[src/rtl/tmr_pkg.sv]
package tmr_pkg;
  localparam int unsigned ST_TO_BIT   = 0;
  localparam int unsigned ST_RUN_BIT  = 1;
  localparam int unsigned CT_IE_BIT   = 0;
  localparam int unsigned CT_CONT_BIT = 1;
  localparam int unsigned CT_START_BIT = 2;
  localparam int unsigned CT_STOP_BIT = 3;

  typedef enum logic [1:0] {
    IDX_STATUS = 2'd0,
    IDX_CTRL   = 2'd1,
    IDX_RELOAD = 2'd2,
    IDX_SNAP   = 2'd3
  } reg_idx_e;
endpackage

[src/rtl/tmr_decode.sv]
module tmr_decode
  import tmr_pkg::*;
#(
  parameter int unsigned ADDR_W = 5
) (
  input  logic              req_i,
  input  logic              we_i,
  input  logic [ADDR_W-1:0] addr_i,
  output logic              hit_o,
  output reg_idx_e          idx_o,
  output logic              rd_o,
  output logic              wr_status_o,
  output logic              wr_ctrl_o,
  output logic              wr_reload_o
);
  localparam int unsigned MAP_MSB = 4;

  logic in_map;
  logic unused_lsb;

  assign unused_lsb = ^addr_i[1:0];

  generate
    if (ADDR_W > MAP_MSB) begin : g_upper
      assign in_map = (addr_i[ADDR_W-1:MAP_MSB] == '0);
    end else begin : g_flat
      assign in_map = 1'b1;
    end
  endgenerate

  assign idx_o       = reg_idx_e'(addr_i[3:2]);
  assign hit_o       = req_i && in_map;
  assign rd_o        = req_i && !we_i;
  assign wr_status_o = hit_o && we_i && (idx_o == IDX_STATUS);
  assign wr_ctrl_o   = hit_o && we_i && (idx_o == IDX_CTRL);
  assign wr_reload_o = hit_o && we_i && (idx_o == IDX_RELOAD);
endmodule

[src/rtl/tmr_counter.sv]
module tmr_counter #(
  parameter int unsigned CNT_W = 32
) (
  input  logic             clk_i,
  input  logic             rst_ni,
  input  logic             load_i,
  input  logic [CNT_W-1:0] load_val_i,
  input  logic             start_i,
  input  logic             stop_i,
  input  logic             cont_i,
  input  logic [CNT_W-1:0] reload_i,
  output logic [CNT_W-1:0] cnt_o,
  output logic             run_o,
  output logic             expire_o
);
  logic [CNT_W-1:0] cnt_q, cnt_d;
  logic             run_q, run_d;
  logic             expire;

  assign expire = run_q && (cnt_q <= CNT_W'(1));

  always_comb begin
    cnt_d = cnt_q;
    run_d = run_q;
    if (run_q) begin
      if (expire) begin
        if (cont_i) begin
          cnt_d = reload_i;
        end else begin
          cnt_d = '0;
          run_d = 1'b0;
        end
      end else begin
        cnt_d = cnt_q - CNT_W'(1);
      end
    end
    if (load_i) cnt_d = load_val_i;
    if (stop_i) run_d = 1'b0;
    else if (start_i) run_d = 1'b1;
  end

  always_ff @(posedge clk_i or negedge rst_ni) begin
    if (!rst_ni) begin
      cnt_q <= '0;
      run_q <= 1'b0;
    end else begin
      cnt_q <= cnt_d;
      run_q <= run_d;
    end
  end

  assign cnt_o    = cnt_q;
  assign run_o    = run_q;
  assign expire_o = expire;

  p_dec_r7: assert property (@(posedge clk_i) disable iff (!rst_ni)
    (run_q && cnt_q > CNT_W'(1) && !load_i) |=> (cnt_q == $past(cnt_q) - CNT_W'(1)));

  p_stop_wins_r4: assert property (@(posedge clk_i) disable iff (!rst_ni)
    stop_i |=> !run_q);

  p_reload_r9: assert property (@(posedge clk_i) disable iff (!rst_ni)
    (expire && cont_i && !load_i && !stop_i) |=> (run_q && cnt_q == $past(reload_i)));

  p_oneshot_r8: assert property (@(posedge clk_i) disable iff (!rst_ni)
    (expire && !cont_i && !load_i && !start_i) |=> (!run_q && cnt_q == '0));
endmodule

[src/rtl/tmr_regs.sv]
module tmr_regs
  import tmr_pkg::*;
#(
  parameter int unsigned DATA_W = 32
) (
  input  logic              clk_i,
  input  logic              rst_ni,
  input  logic              req_i,
  input  logic              rd_i,
  input  logic              hit_i,
  input  reg_idx_e          idx_i,
  input  logic              wr_status_i,
  input  logic              wr_ctrl_i,
  input  logic              wr_reload_i,
  input  logic [DATA_W-1:0] wdata_i,
  input  logic              expire_i,
  input  logic              run_i,
  input  logic [DATA_W-1:0] cnt_i,
  output logic [DATA_W-1:0] ctrl_o,
  output logic [DATA_W-1:0] reload_o,
  output logic              to_o,
  output logic              ack_o,
  output logic [DATA_W-1:0] rdata_o
);
  logic [DATA_W-1:0] ctrl_q, reload_q, rdata_q, rd_mux, status_w;
  logic              to_q, ack_q;

  always_comb begin
    status_w = '0;
    status_w[ST_TO_BIT]  = to_q;
    status_w[ST_RUN_BIT] = run_i;
  end

  always_comb begin
    unique case (idx_i)
      IDX_STATUS: rd_mux = status_w;
      IDX_CTRL:   rd_mux = ctrl_q;
      IDX_RELOAD: rd_mux = reload_q;
      default:    rd_mux = cnt_i;
    endcase
  end

  always_ff @(posedge clk_i or negedge rst_ni) begin
    if (!rst_ni) begin
      ctrl_q   <= '0;
      reload_q <= '0;
      to_q     <= 1'b0;
      ack_q    <= 1'b0;
      rdata_q  <= '0;
    end else begin
      ack_q   <= req_i;
      rdata_q <= (rd_i && hit_i) ? rd_mux : '0;
      if (wr_ctrl_i)   ctrl_q   <= wdata_i;
      if (wr_reload_i) reload_q <= wdata_i;
      // expiry beats a clearing write on the same edge
      if (expire_i)         to_q <= 1'b1;
      else if (wr_status_i) to_q <= 1'b0;
    end
  end

  assign ctrl_o   = ctrl_q;
  assign reload_o = reload_q;
  assign to_o     = to_q;
  assign ack_o    = ack_q;
  assign rdata_o  = rdata_q;

  p_flag_set_r5: assert property (@(posedge clk_i) disable iff (!rst_ni)
    expire_i |=> to_q);

  p_flag_clr_r5: assert property (@(posedge clk_i) disable iff (!rst_ni)
    (wr_status_i && !expire_i) |=> !to_q);

  p_undef_zero_r12: assert property (@(posedge clk_i) disable iff (!rst_ni)
    (req_i && !hit_i) |=> (rdata_q == '0));

  p_ctrl_hold_r3: assert property (@(posedge clk_i) disable iff (!rst_ni)
    !wr_ctrl_i |=> $stable(ctrl_q));
endmodule

[src/rtl/intv_timer.sv]
module intv_timer
  import tmr_pkg::*;
#(
  parameter int unsigned DATA_W = 32,
  parameter int unsigned ADDR_W = 5
) (
  input  logic              clk_i,
  input  logic              rst_ni,
  input  logic              req_i,
  input  logic              we_i,
  input  logic [ADDR_W-1:0] addr_i,
  input  logic [DATA_W-1:0] wdata_i,
  output logic              ack_o,
  output logic [DATA_W-1:0] rdata_o,
  output logic              irq_o
);
  reg_idx_e          idx;
  logic              hit, rd, wr_status, wr_ctrl, wr_reload;
  logic [DATA_W-1:0] ctrl, reload, cnt;
  logic              run, expire, to_flag;

  tmr_decode #(.ADDR_W(ADDR_W)) u_dec (
    .req_i       (req_i),
    .we_i        (we_i),
    .addr_i      (addr_i),
    .hit_o       (hit),
    .idx_o       (idx),
    .rd_o        (rd),
    .wr_status_o (wr_status),
    .wr_ctrl_o   (wr_ctrl),
    .wr_reload_o (wr_reload)
  );

  tmr_counter #(.CNT_W(DATA_W)) u_cnt (
    .clk_i      (clk_i),
    .rst_ni     (rst_ni),
    .load_i     (wr_reload),
    .load_val_i (wdata_i),
    .start_i    (wr_ctrl && wdata_i[CT_START_BIT]),
    .stop_i     (wr_ctrl && wdata_i[CT_STOP_BIT]),
    .cont_i     (ctrl[CT_CONT_BIT]),
    .reload_i   (reload),
    .cnt_o      (cnt),
    .run_o      (run),
    .expire_o   (expire)
  );

  tmr_regs #(.DATA_W(DATA_W)) u_regs (
    .clk_i       (clk_i),
    .rst_ni      (rst_ni),
    .req_i       (req_i),
    .rd_i        (rd),
    .hit_i       (hit),
    .idx_i       (idx),
    .wr_status_i (wr_status),
    .wr_ctrl_i   (wr_ctrl),
    .wr_reload_i (wr_reload),
    .wdata_i     (wdata_i),
    .expire_i    (expire),
    .run_i       (run),
    .cnt_i       (cnt),
    .ctrl_o      (ctrl),
    .reload_o    (reload),
    .to_o        (to_flag),
    .ack_o       (ack_o),
    .rdata_o     (rdata_o)
  );

  assign irq_o = to_flag && ctrl[CT_IE_BIT];

  p_irq_needs_flag_r10: assert property (@(posedge clk_i) disable iff (!rst_ni)
    (wr_status && !expire) |=> !irq_o);
endmodule

[config.mk]
export PLATFORM = sky130hd
export DESIGN_NAME = intv_timer
export DESIGN_NICKNAME = d
export VERILOG_FILES = /design/src/rtl/tmr_pkg.sv /design/src/rtl/tmr_decode.sv /design/src/rtl/tmr_counter.sv /design/src/rtl/tmr_regs.sv /design/src/rtl/intv_timer.sv
export SDC_FILE = /design/constraint.sdc
export NUM_CORES = 1
export LEC_CHECK = 0
export ABC_CLOCK_PERIOD_IN_PS = 6100
export BUFFER_PORTS_ARGS = -buffer_cell sky130_fd_sc_hd__buf_2
export CAP_MARGIN = 20
export CORE_UTILIZATION = 35
export CTS_CLUSTER_DIAMETER = 60
export DETAILED_ROUTE_END_ITERATION = 8
export GPL_ROUTABILITY_DRIVEN = 0
export HOLD_SLACK_MARGIN = 0.03
export REMOVE_ABC_BUFFERS = 1
export SLEW_MARGIN = 20
export SYNTH_ARGS = -nofsm -noshare
export SYNTH_HDL_FRONTEND = slang
export SYNTH_SLANG_ARGS = --single-unit
[constraint.sdc]
create_clock -name clk_i -period 6.1 [get_ports clk_i]
set_input_delay 1.83 -clock clk_i [delete_from_list [all_inputs] [get_ports clk_i]]
set_output_delay 1.83 -clock clk_i [all_outputs]
set_load 0.02 [all_outputs]
==> results_dict.tcl <==
set metrics [dict create \
    cts_inserted_buffers 17 \
    cts_resized 0 \
    period_share_pct 59.8 \
    portBuffers 72 \
    violations "DRC" \
    syn_inst 641 \
    antenna_found_initial 0 \
    wl_mm 17.0 \
    setup_viol 0 \
    clk_latency_ns 0.43 \
    hold_path_class "reg -> reg" \
    cp_slowest_cell "or3b_2" \
    drc 12 \
    vias_per_cell 5.48 \
    nNetsFinal 741 \
    placed_area_sq_um 7030 \
    fillers 1742 \
    cts-root-buf "clkbuf_16" \
    hold_viol 0 \
    fp.dieW_um 138 \
    finalHoldWorstSlack_ns 0.503 \
    rsz0062_at_grt "no" \
    worstPathCellList "buf_2, buf_4, or3b_2, buf_4, nand2_2, o22ai_1, a221o_1" \
    layout-drive-gt1-share_pct 28.3 \
    rows 49 \
    h-tree-depth 4 \
    initial_core_util_pct 35.9 \
    clk_pin_slew_ns 0.06 \
    syn-cell-area_sq_um 6490 \
    async_reset_ff_share_pct 100 \
    antenna_cells 0 \
    crit_type "in -> reg" \
    areaGrowthSynthToFinish_pct 17.5 \
    grt_pass1_vias 5219 \
    max-vdd-ir-drop_mv 0.206 \
    ys_seq_area_share_pct 50.5 \
    num_vias 5153 \
    yosysWarnings 0 \
    crit_path_frequent_cell "buf_4" \
    cts_setup_buffers 0 \
    core_sq_um 18100 \
    mostFrequentLayoutCells "dfrtp_1 (131), nand2_1 (121), buf_2 (71)" \
    cts_tree "done" \
    drt_iter0_drc 446 \
    synthFlopType "dfrtp_1" \
    crit_fanout 38 \
    relSlewSlack_pct 32.2 \
    drt.antenna.violating_nets 0 \
    track_usage_pct 18.8 \
    die_h_um 138 \
    ys_ff_latch 131 \
    crit_path_max_incr_delay_ns 0.73 \
    grt_start_max_net_pins 94 \
    hpwl_mm 10.7 \
    max-cap-violations 0 \
    powerDensity_nw_per_um2 382 \
    fmax_mhz 274 \
    worst_slew_pin_slew_ns 1.02 \
    grt_pass1_wl_mm 28.1 \
    cp-end-kind "flop" \
    cts_sinks 131 \
    wl_per_cell_um 18.0 \
    grt.overflow.total 0 \
    crit_path_start_kind "input port" \
    final_common_cell "dfrtp_1" \
    dieArea_sq_um 19100 \
    cts_hold_buf 0 \
    ys_types 65 \
    pin_count 75 \
    min_period_ns 3.64 \
    arrival_ns 3.96 \
    dr.pass1.iters 7 \
    p_leak_nw 3.43 \
    clk_path_buf_depth 2 \
    fin_skew_ns 0.0104 \
    drv_slew 0 \
    stdcell_area_sq_um 7620 \
    required_ns 6.41 \
    avgSynthCellArea_sq_um 10.1 \
    synth_edf_count 0 \
    outcome "complete, but fails checks" \
]
-- metrics by stage --
step	util [%]	setup slack [ns]	total power [mW]	setup TNS, ns	instances
6_report	42.2	2.46	2.91	0	940
5_1_grt	42.2	2.35	3.08	0	940
4_1_cts	42.2	2.44	2.93	0	940
3_5_place_dp	38.9	2.00	1.90	0	908
3_3_place_gp	38.9	2.02	1.88	0	908
2_1_floorplan	-	-0.0351	1.69	-0.0351	597
-- final cells by class --
class | instances | area (sq um) | share of cell area (%)
clock buffers | 20 | 457 | 5.99
clock inverters | 12 | 133 | 1.74
inverters | 7 | 26.3 | 0.345
multi-input cells | 459 | 3000 | 39.4
flip-flops and latches | 131 | 3280 | 43.0
well taps | 229 | 287 | 3.76
repair buffers | 82 | 442 | 5.79
-- cells by family after synthesis --
logic type	count (synthesis)	share of synthesized area (%)
adder cells (fa/ha/maj)	2	0.386
XOR/XNOR	12	1.62
flip-flops	131	50.5
AO/OA/AOI/OAI	125	13.2
AND/OR/NAND/NOR	258	19.8
multiplexers	62	11.1
buffers and inverters	51	3.41
-- state kept, by name (all words and copies together), names as in the netlist --
register	cells
u_regs.reload_o	32
u_regs.ctrl_o	32
u_regs.rdata_o	32
u_cnt.cnt_o	32
u_regs.ack_o	1
u_regs.to_o	1
u_cnt.run_o	1
-- worst max-delay path, delay by kind of cell --
kind | cells | cell delay, ns
AOI/OAI and AO/OA | 2 | 0.43
buffers and inverters | 3 | 0.74
and+or+nand+nor | 2 | 0.94
-- path summary, 6_finish.rpt --
path                                startpoint                   to  slack (ns)  cells past startpoint
min in group asynchronous               rst_ni         u_regs.ack_o        1.49                      1
hold reg to reg            u_regs.reload_o[31]  u_regs.reload_o[31]        0.50                      2
hold / removal             u_regs.reload_o[31]  u_regs.reload_o[31]        0.50                      2
max in group asynchronous               rst_ni   u_regs.reload_o[9]        3.52                      2
setup reg to reg                   u_cnt.run_o      u_cnt.cnt_o[14]        2.62                      7
setup / recovery                     addr_i[2]      u_cnt.cnt_o[18]        2.46                      7
-- Yosys cell counts (3+ instances only) --
cell       instances  share of area (%)
a21oi_1           18                1.4
a22o_1             4               0.54
a22oi_1           32                3.7
a2bb2oi_1          3               0.41
a31oi_1           15                1.4
and2_1             3               0.29
buf_1              4               0.23
buf_2              3               0.23
buf_4              3               0.35
clkbuf_1          32                1.9
dfrtp_1          131                 51
inv_1              7               0.41
mux2_2            60                 10
nand2_1          121                7.0
nand3_1           16                1.2
nand4_1            4               0.39
nor2_1            55                3.2
nor2b_1            4               0.39
nor3_1             9               0.69
nor4_1             4               0.39
nor4b_1            3               0.41
o211ai_1          16                1.9
o21ai_0           13                1.0
o21ai_1            6               0.46
o31ai_1            3               0.35
or3_1              6               0.58
or3b_2             3               0.41
or4_1              3               0.35
or4_4              3               0.52
xnor2_1            9                1.2
xor2_1             3               0.41
-- routing by layer --
metal / vias up / GRT usage [%] / wire length, um
met5: - / 0 / 0
met4: 0 / 7.21 / 222
met3: 17 / 4.33 / 711
met2: 150 / 29.3 / 7970
met1: 2568 / 25.4 / 8050
li1: 2418 / - / -
-- power by group --
| part | switching, mW | internal, mW |
|---|---|---|
| clock | 0.397 | 0.622 |
| sequential | 0.209 | 1.05 |
| combinational | 0.326 | 0.309 |
| total | 0.932 | 1.98 |
(Power assumes the default switching activity.)
